==> src/rtl/lockmgr_pkg.sv <==
package lockmgr_pkg;

  typedef enum logic [2:0] {
    LK_TIGHT  = 3'b001,
    LK_LOCKED = 3'b010,
    LK_OPEN   = 3'b100
  } lockState_t;

  localparam logic [7:0] OPC_OPEN_RANGE  = 8'h23;
  localparam logic [7:0] OPC_OPEN_ALL    = 8'h27;
  localparam logic [7:0] OPC_LOCK_RANGE  = 8'h2A;
  localparam logic [7:0] OPC_TIGHT_RANGE = 8'h2C;

  typedef enum logic [1:0] {
    WK_OPEN  = 2'd0,
    WK_LOCK  = 2'd1,
    WK_TIGHT = 2'd2
  } walkKind_t;

  // strobes from control to datapath
  typedef struct packed {
    logic      load;     // accept: load cursor and limit
    logic      loadAll;  // whole-array walk
    logic      apply;    // process block at cursor this edge
    walkKind_t kind;
  } walkCtl_t;

endpackage

==> src/rtl/lockmgr_ctrl.sv <==
module lockmgr_ctrl
  import lockmgr_pkg::*;
(
  input  logic       clk,
  input  logic       rst_n,
  input  logic       cmdValid,
  input  logic [7:0] cmdOp,
  input  logic       atLimit,
  input  logic       rangeBad,
  output walkCtl_t   ctl,
  output logic       busy,
  output logic       done,
  output logic       doneErr
);

  logic      busyQ, errQ, doneQ, doneErrQ;
  walkKind_t kindQ;
  walkKind_t kindD;
  logic      knownD, allD;

  always_comb begin
    knownD = 1'b1;
    allD   = 1'b0;
    kindD  = WK_OPEN;
    case (cmdOp)
      OPC_OPEN_RANGE:  kindD = WK_OPEN;
      OPC_OPEN_ALL:    allD  = 1'b1;
      OPC_LOCK_RANGE:  kindD = WK_LOCK;
      OPC_TIGHT_RANGE: kindD = WK_TIGHT;
      default:         knownD = 1'b0;
    endcase
  end

  always_ff @(posedge clk) begin
    if (!rst_n) begin
      busyQ    <= 1'b0;
      errQ     <= 1'b0;
      doneQ    <= 1'b0;
      doneErrQ <= 1'b0;
      kindQ    <= WK_OPEN;
    end else begin
      doneQ    <= 1'b0;
      doneErrQ <= 1'b0;
      if (!busyQ) begin
        if (cmdValid) begin
          busyQ <= 1'b1;
          kindQ <= kindD;
          errQ  <= !knownD || (!allD && rangeBad);
        end
      end else if (errQ) begin
        busyQ    <= 1'b0;
        doneQ    <= 1'b1;
        doneErrQ <= 1'b1;
      end else if (atLimit) begin
        busyQ <= 1'b0;
        doneQ <= 1'b1;
      end
    end
  end

  always_comb begin
    ctl.load    = !busyQ && cmdValid;
    ctl.loadAll = allD;
    ctl.apply   = busyQ && !errQ;
    ctl.kind    = busyQ ? kindQ : kindD;
  end

  assign busy    = busyQ;
  assign done    = doneQ;
  assign doneErr = doneErrQ;

endmodule

==> src/rtl/lockmgr_dp.sv <==
module lockmgr_dp
  import lockmgr_pkg::*;
#(
  parameter int NUM_BLOCKS = 16,
  parameter int DATA_W     = 16,
  localparam int IDX_W     = $clog2(NUM_BLOCKS)
) (
  input  logic              clk,
  input  logic              rst_n,
  input  logic              regWrEn,
  input  logic              regSel,
  input  logic [DATA_W-1:0] regWrData,
  input  walkCtl_t          ctl,
  input  logic [IDX_W-1:0]  queryIdx,
  output logic [2:0]        queryState,
  output logic [2:0]        wpStatus,
  output logic [IDX_W-1:0]  startBlk,
  output logic [IDX_W-1:0]  endBlk,
  output logic              atLimit,
  output logic              rangeBad
);

  lockState_t [NUM_BLOCKS-1:0] lockQ;
  lockState_t                  wpQ;
  logic [IDX_W-1:0]            startQ, endQ, cursorQ, limitQ;

  lockState_t curState, newState;
  logic       wrEn;

  // power-of-two count: truncation is the mask by NUM_BLOCKS-1
  always_ff @(posedge clk) begin
    if (!rst_n) begin
      startQ <= '0;
      endQ   <= '0;
    end else if (regWrEn) begin
      if (!regSel) begin
        startQ <= regWrData[IDX_W-1:0];
        endQ   <= regWrData[IDX_W-1:0];
      end else begin
        endQ   <= regWrData[IDX_W-1:0];
      end
    end
  end

  assign atLimit  = (cursorQ == limitQ);
  assign rangeBad = (startQ > endQ);

  always_ff @(posedge clk) begin
    if (!rst_n) begin
      cursorQ <= '0;
      limitQ  <= '0;
    end else if (ctl.load) begin
      cursorQ <= ctl.loadAll ? '0 : startQ;
      limitQ  <= ctl.loadAll ? '1 : endQ;
    end else if (ctl.apply && !atLimit) begin
      cursorQ <= cursorQ + 1'b1;
    end
  end

  always_comb begin
    curState = lockQ[cursorQ];
    wrEn     = 1'b0;
    newState = LK_LOCKED;
    case (ctl.kind)
      WK_OPEN: begin
        wrEn     = (curState != LK_TIGHT);
        newState = LK_OPEN;
      end
      WK_LOCK: begin
        wrEn     = (curState != LK_TIGHT);
        newState = LK_LOCKED;
      end
      WK_TIGHT: begin
        wrEn     = (curState != LK_OPEN);
        newState = LK_TIGHT;
      end
      default: wrEn = 1'b0;
    endcase
  end

  always_ff @(posedge clk) begin
    if (!rst_n) begin
      for (int i = 0; i < NUM_BLOCKS; i++) lockQ[i] <= LK_LOCKED;
      wpQ <= LK_LOCKED;
    end else if (ctl.apply && wrEn) begin
      lockQ[cursorQ] <= newState;
      wpQ            <= newState;
    end
  end

  assign queryState = lockQ[queryIdx];
  assign wpStatus   = wpQ;
  assign startBlk   = startQ;
  assign endBlk     = endQ;

endmodule

==> src/rtl/blk_lock_mgr.sv <==
module blk_lock_mgr
  import lockmgr_pkg::*;
#(
  parameter int NUM_BLOCKS = 16,
  parameter int DATA_W     = 16,
  localparam int IDX_W     = $clog2(NUM_BLOCKS)
) (
  input  logic              clk,
  input  logic              rst_n,
  input  logic              regWrEn,
  input  logic              regSel,
  input  logic [DATA_W-1:0] regWrData,
  input  logic              cmdValid,
  input  logic [7:0]        cmdOp,
  input  logic [IDX_W-1:0]  queryIdx,
  output logic [2:0]        queryState,
  output logic [2:0]        wpStatus,
  output logic [IDX_W-1:0]  startBlk,
  output logic [IDX_W-1:0]  endBlk,
  output logic              busy,
  output logic              done,
  output logic              doneErr
);

  walkCtl_t ctl;
  logic     atLimit, rangeBad;

  lockmgr_ctrl u_ctrl (
    .clk(clk), .rst_n(rst_n), .cmdValid(cmdValid), .cmdOp(cmdOp),
    .atLimit(atLimit), .rangeBad(rangeBad), .ctl(ctl),
    .busy(busy), .done(done), .doneErr(doneErr)
  );

  lockmgr_dp #(.NUM_BLOCKS(NUM_BLOCKS), .DATA_W(DATA_W)) u_dp (
    .clk(clk), .rst_n(rst_n), .regWrEn(regWrEn), .regSel(regSel),
    .regWrData(regWrData), .ctl(ctl), .queryIdx(queryIdx),
    .queryState(queryState), .wpStatus(wpStatus), .startBlk(startBlk),
    .endBlk(endBlk), .atLimit(atLimit), .rangeBad(rangeBad)
  );

endmodule

==> config.mk <==
export PLATFORM = sky130hd
export DESIGN_NAME = blk_lock_mgr
export DESIGN_NICKNAME = d
export VERILOG_FILES = /design/src/rtl/lockmgr_pkg.sv /design/src/rtl/lockmgr_ctrl.sv /design/src/rtl/lockmgr_dp.sv /design/src/rtl/blk_lock_mgr.sv
export SDC_FILE = /design/constraint.sdc
export NUM_CORES = 1
export LEC_CHECK = 0
export CORE_MARGIN = 3
export CORE_UTILIZATION = 35
export CTS_BUF_LIST = sky130_fd_sc_hd__clkbuf_8
export DETAILED_ROUTE_END_ITERATION = 6
export PLACE_DENSITY = 0.6
export SYNTH_ARGS = -nofsm -noshare
export SYNTH_HDL_FRONTEND = slang
export SYNTH_SLANG_ARGS = --single-unit
==> constraint.sdc <==
create_clock -name clk -period 3.8 [get_ports clk]
set_input_delay 0.76 -clock clk [delete_from_list [all_inputs] [get_ports clk]]
set_output_delay 0.76 -clock clk [all_outputs]
set_load 0.01 [all_outputs]
==> results of run 1 <==
## flip-flops by register name (all words and copies together), names as in the netlist, 2 cells and up
name,cells
u_dp.lockQ,48
u_dp.cursorQ,4
u_dp.endBlk,4
u_dp.limitQ,4
u_dp.startBlk,4
u_dp.wpStatus,3
u_ctrl.kindQ,2
## metal layers
metal	up-vias	share of wire, %	GRT usage [%]	routed length (um)
met2	101	49	26.0	4960
li1	1488	-	-	-
met5	-	0	0	0
met1	1548	44	22.5	4400
met3	17	5.6	2.72	562
met4	0	1.7	6.65	168
## through the flow
stage	setup slack, ns	instances	util (%)	instance area [um2]
3_3_place_gp	0.0934	532	41.9	4440
3_5_place_dp	0.0921	532	41.9	4440
4_1_cts	0.0902	548	44.3	4690
5_1_grt	0.0545	548	44.3	4690
2_1_floorplan	0.724	377	-	3920
6_report	0.110	548	44.3	4690
## cells in the mapped netlist, types with 8 or more instances
cell type	instances	area [um2]
nand2_1	41	154
o221a_2	15	169
mux2i_1	28	280
a22oi_1	9	67.6
o32a_1	14	140
nor2_1	20	75.1
clkbuf_1	17	63.8
inv_1	9	33.8
ha_1	8	100
dfxtp_1	73	1460
o21ai_0	8	40.0
a21oi_1	23	115
nand3_1	18	90.1
mux4_2	27	608
## area by class of cell
type / instances / area (um2) / share of cell area, %
clock buffers: 11 / 151 / 3.22
clock inverters: 5 / 103 / 2.19
inverters: 9 / 33.8 / 0.720
multi-input cells: 261 / 2260 / 48.1
flip-flops and latches: 73 / 1460 / 31.1
well taps: 136 / 170 / 3.62
repair buffers: 53 / 515 / 11.0
## cells by family after synthesis
logic type               after synthesis
AO/OA/AOI/OAI                         90
multiplexers                          56
buffers and inverters                 43
adder cells (fa/ha/maj)                8
XOR/XNOR                               5
AND/OR/NAND/NOR                      102
flip-flops                            73
## critical path, stage by stage
cell and delay (ns):
clkdlybuf4s50_1 0.50, buf_12 0.17, mux4_2 0.54, mux4_2 0.46
clkdlybuf4s50_1 0.49
## report_power, final
group / total [mW] / switching [mW] / internal [mW]
sequential: 0.822 / 0.0314 / 0.791
clock: 0.763 / 0.292 / 0.471
combinational: 0.317 / 0.174 / 0.143
## worst max path at each step
stage                startpoint       endpoint  slack (ns)  cells past startpoint
CTS                 queryIdx[0]  queryState[0]        0.09                      5
finish              queryIdx[0]  queryState[2]        0.11                      5
floorplan           queryIdx[0]  queryState[0]        0.72                      3
global placement    queryIdx[0]  queryState[0]        0.09                      5
global route        queryIdx[0]  queryState[0]        0.05                      5
detailed placement  queryIdx[0]  queryState[2]        0.09                      5
==> summary.md, run 1 <==
| Metric | Value |
|---|---|
| ANT nets after route | `0` |
| Max Cap Violations | `0` |
| Routed WL | `10100 um` |
| Cts-stage hold buffer count | `0` |
| Maximum VDD drop | `174 uV` |
| Max FO, Critical Path | `12` |
| Synth Area in Adders | `2.56%` |
| Final setup fails | `0` |
| GRT Total Usage | `16.5%` |
| CTS Buffer Depth | `2` |
| Vias | `3154` |
| Commonest cells after routing, fill and taps aside | `73 x dfxtp_1, 41 x nand2_1, 37 x clkdlybuf4s50_1` |
| Residual DRC | `0` |
| CTS sink cnt | `73` |
| Most common cell after layout, fill and taps aside | `dfxtp_1` |
| Nets@finish | `448` |
| Max frequency | `271 MHz` |
| Post-synthesis cell area | `3920 um2` |
| Slew headroom | `49.8%` |
| HP Start | `u_dp.wpStatus[2]` |
| Post-Synth Simple-Gate Area | `12.0%` |
| FF-to-FF setup slack | `0.82 ns` |
| WHS Endpoint | `u_dp.wpStatus[2]` |
| Via count of the first global-routing pass | `3149` |
| Synth Instances | `377` |
| P&R area growth vs syn | `19.9%` |
| Largest net degree at the start of global routing | `43` |
| Fill cell count | `976` |
| Sequential-to-total area share from yosys stat | `37.3%` |
| Share of cells above drive strength 1 | `18.9%` |
| Routed wire per std cell | `18.4 um` |
| Setup crit end kind | `output pin` |
| R2R depth | `8` |
| Worst-Skew Late Latency | `0.35 ns` |
| Run status | `finished clean` |
| Vias per Instance | `5.76` |
| Synth Flop Type | `dfxtp_1` |
| DRT Pass-1 Iters | `5` |
| Cts bufs inserted | `9` |
| Initial core utilization | `36.9%` |
| Synth Area in Compound Gates | `18.7%` |
| FF-to-FF End | `u_dp.wpStatus[1]` |
| Class of the most critical setup path | `in -> out` |
| Die area | `12500 um2` |
| I/O pins | `50` |
| Port Buffers | `37` |
| XOR/XNOR share of the synthesized area | `1.12%` |
| Antenna Cells | `0` |
| CTS tree | `yes` |
| FF+latch count, synth | `73` |
| CP required | `3.04 ns` |
| H-tree depth | `3` |
| Final Critical Period | `3.69 ns` |
| Post-synth EDFFs | `0` |
| Fin Setup TNS | `0 ns` |
| Placeable Area | `10600 um2` |
| Post-CTS setup buffers | `0` |
| Hold WS | `0.472 ns` |
| Final hold violation count | `0` |
| Site Rows | `37` |
| YS warnings | `0` |
| Hold-critical path depth | `2` |
| Leak | `1.66 nW` |
| GP Congestion | `0.843` |
| CP Data Arrival Time | `2.93 ns` |
| CTS resizes | `0` |
| Die width | `112 um` |
| DR iter-0 viols | `236` |
| Syn nets | `418` |
| Critical R2R Launch | `u_dp.cursorQ[0]` |
| Detail Placement HPWL | `7180 um` |
| Global route overflow | `0` |
| RSZ-0062 raised after global routing | `false` |
| Post-synth cell types | `47` |
| HP Class | `reg -> reg` |
| Max-slew violations | `0` |
| Clock root cell | `clkbuf_8` |
| Average instance area after synthesis | `10.4 um2` |
| Initial antenna violation count | `0` |
| Pwr dens | `405 nW/um2` |
| Clock Skews | `0.00830 ns` |
| Die height | `112 um` |
| First-pass GRT wire length | `16500 um` |
| Crit share post-route | `97.1%` |
| Startpoint Class | `input pin` |
| Largest family of logic cells by synthesized area | `multiplexers` |
| Post-synth ARST share | `0%` |
| Clk pin slew, worst setup/hold paths | `0.07 ns` |
| Worst-Margin Slew | `0.749 ns` |
| Post-synthesis mux area share | `23.3%` |
| Power Total | `1.90 mW` |
Note: power is estimated with default switching activity, not from simulation.
==> inputs of run 2 (changes only) <==
- CORE_UTILIZATION: 35 -> 57
- PLACE_DENSITY: 0.6 -> 0.87
==> run 2 against run 1 <==
Core utilization rose by 26 points. Clock power is 20% lower. Final cell count fell by 11%. Fmax increased by 0.33%. First-iteration DRC count grew 91%. Non-clock buffer count stayed put.
==> summary.md, run 2 (synthesis gave the netlist of run 1 again) <==
| Metric | Value |
|---|---|
| Run status | `finished clean` |
| Die height | `88.9 um (-20%)` |
| Startpoint Class | `input pin` |
| P&R area growth vs syn | `16.5%` |
| Placeable Area | `6490 um2 (-39%)` |
| Routed wire per std cell | `20.4 um (+11%)` |
| Cts bufs inserted | `9 (unchanged)` |
| Share of cells above drive strength 1 | `18.9% (unchanged)` |
| FF-to-FF setup slack | `0.76 ns (-0.06 ns)` |
| Pwr dens | `383 nW/um2 (-5.4%)` |
| Clock root cell | `clkbuf_8` |
| Post-CTS setup buffers | `0 (unchanged)` |
| Hold-critical path depth | `2 (unchanged)` |
| Crit-path leading delay family | `buffers and inverters` |
| Vias | `3328 (+5.5%)` |
| Commonest cells after routing, fill and taps aside | `73 x dfxtp_1, 41 x nand2_1, 37 x clkdlybuf4s50_1` |
| Port Buffers | `37 (unchanged)` |
| Final hold violation count | `0 (unchanged)` |
| Fin cells | `489 (-11%)` |
| Max Cap Violations | `0 (unchanged)` |
| Slew headroom | `45.5% (-4.3 points)` |
| Cts-stage hold buffer count | `0 (unchanged)` |
| CTS resizes | `0 (unchanged)` |
| I/O pins | `50 (unchanged)` |
| Critical R2R Launch | `u_dp.cursorQ[1]` |
| Final setup fails | `0 (unchanged)` |
| Detail Placement HPWL | `7090 um (-1.2%)` |
| CTS Buffer Depth | `2 (unchanged)` |
| Via count of the first global-routing pass | `3197 (+1.5%)` |
| Max FO, Critical Path | `12 (unchanged)` |
| Clock Skews | `0.00840 ns (+0.0000932 ns)` |
| GRT Total Usage | `27.3% (+11 points)` |
| R2R depth | `7 (-1)` |
| CP max stage delay | `0.52 ns (-0.02 ns)` |
| RSZ-0062 raised after global routing | `false` |
| Maximum VDD drop | `352 uV (+100%)` |
| Cells after DPL | `473 (-11%)` |
| Nets@finish | `448 (unchanged)` |
| GP Congestion | `0.935 (+11%)` |
| WP buf/inv | `3 (unchanged)` |
| Initial core utilization | `60.3% (+23 points)` |
| Levels on crit path | `5 (unchanged)` |
| CP Data Arrival Time | `2.92 ns (about the same)` |
| Max reg flops | `48 (unchanged)` |
| Crit-path slowest cell | `mux4_2` |
| H-tree depth | `3 (unchanged)` |
| Antenna Cells | `0 (unchanged)` |
| HP Class | `reg -> reg` |
| CTS sink cnt | `73 (unchanged)` |
| Largest net degree at the start of global routing | `30 (-30%)` |
| Leak | `1.62 nW (-2.0%)` |
| Class of the most critical setup path | `in -> out` |
| Max frequency | `272 MHz (+0.33%)` |
| Global route overflow | `0 (unchanged)` |
| Cell area after layout | `4560 um2 (-2.8%)` |
| Crit share post-route | `96.8% (-0.32 points)` |
| Max-slew violations | `0 (unchanged)` |
| CP required | `3.04 ns (about the same)` |
| First-pass GRT wire length | `16200 um (-2.0%)` |
| Die width | `88.9 um (-20%)` |
| Area taken by multi-input logic gates | `2260 um2 (unchanged)` |
| Setup crit end kind | `output pin` |
| Setup ws final | `0.122 ns (+0.0120 ns)` |
| Die area | `7900 um2 (-37%)` |
| Pre-CTS WS | `0.116 ns (+0.0243 ns)` |
| Clk pin slew, worst setup/hold paths | `0.08 ns (about the same)` |
| ANT nets after route | `0 (unchanged)` |
| Routed WL | `9990 um (-0.89%)` |
| CP cell instances | `clkdlybuf4s50_1 > buf_12 > mux4_2 > mux4_2 > clkdlybuf4s50_1` |
| Worst-Skew Late Latency | `0.36 ns (about the same)` |
| HP Start | `u_dp.wpStatus[2]` |
| Final Critical Period | `3.68 ns (-0.0120 ns)` |
| Fill cell count | `483 (-51%)` |
| Most common cell after layout, fill and taps aside | `dfxtp_1` |
| Site Rows | `29 (-22%)` |
| Residual DRC | `0 (unchanged)` |
| Top reg by flops | `u_dp.lockQ` |
| CTS tree | `yes` |
| Hold WS | `0.471 ns (-0.000746 ns)` |
| Post-DP Area | `4370 um2 (-1.7%)` |
| Vias per Instance | `6.81 (+18%)` |
| DRT Pass-1 Iters | `6 (+1)` |
| DR iter-0 viols | `450 (+91%)` |
| Worst-Margin Slew | `0.816 ns (+0.0672 ns)` |
| FF+latch area | `1460 um2 (unchanged)` |
| Initial antenna violation count | `0 (unchanged)` |
| Crit path launch | `queryIdx[0]` |
| Fin Setup TNS | `0 ns (unchanged)` |
run 2: cell types whose count changed in the layout (fill, tap and decap cells not counted), sizes merged:
cell	delta
inv	+1
clkinvlp	+2
bufinv	-2
clkbuf	-2
clkinv	+1
run 2: worst paths after layout:
path	to
setup / recovery	queryState[1]
hold / removal	u_dp.wpStatus[2]
setup reg to reg	u_dp.wpStatus[1]
hold reg to reg	u_dp.wpStatus[2]
run 2: per-stage QoR:
step,util (%),power (mW)
final,70.2,1.75
after CTS,70.2,1.75
after global routing,70.2,1.81
after detailed placement,67.2,1.15
after global placement,67.2,1.14
after floorplan,-,1.04
run 2: layout make-up:
class	count	area share [%]
clock buffers	9	2.72
clock inverters	7	1.56
inverters	9	0.741
multi-input cells	261	49.5
flip-flops and latches	73	32.0
well taps	77	2.11
repair buffers	53	11.3
run 2: routing by layer:
metal	wire length, um	global-route usage, %	up-vias
li1	-	-	1482
met1	3960	35.4	1577
met2	4710	42.4	212
met3	913	8.38	57
met4	412	11.5	0
met5	0	0	-
run 2: tightest hold or removal path: cells and delay by family, from the launching register on:
| kind | cells | cell delay, ns |
|---|---|---|
| flip-flops | 1 | 0.32 |
| multiplexers | 1 | 0.06 |
| AND/OR/NAND/NOR | 1 | 0.05 |
run 2: power breakdown:
group / internal [mW] / switching, mW
Clock: 0.303 / 0.310
Combinational: 0.138 / 0.175
Sequential: 0.791 / 0.0316
Total: 1.23 / 0.517
==> inputs of run 3 (changes only) <==
- CAP_MARGIN: default -> 20
==> results of run 3 <==
The final DEF is identical to that of run 2; final timing and power are the same.
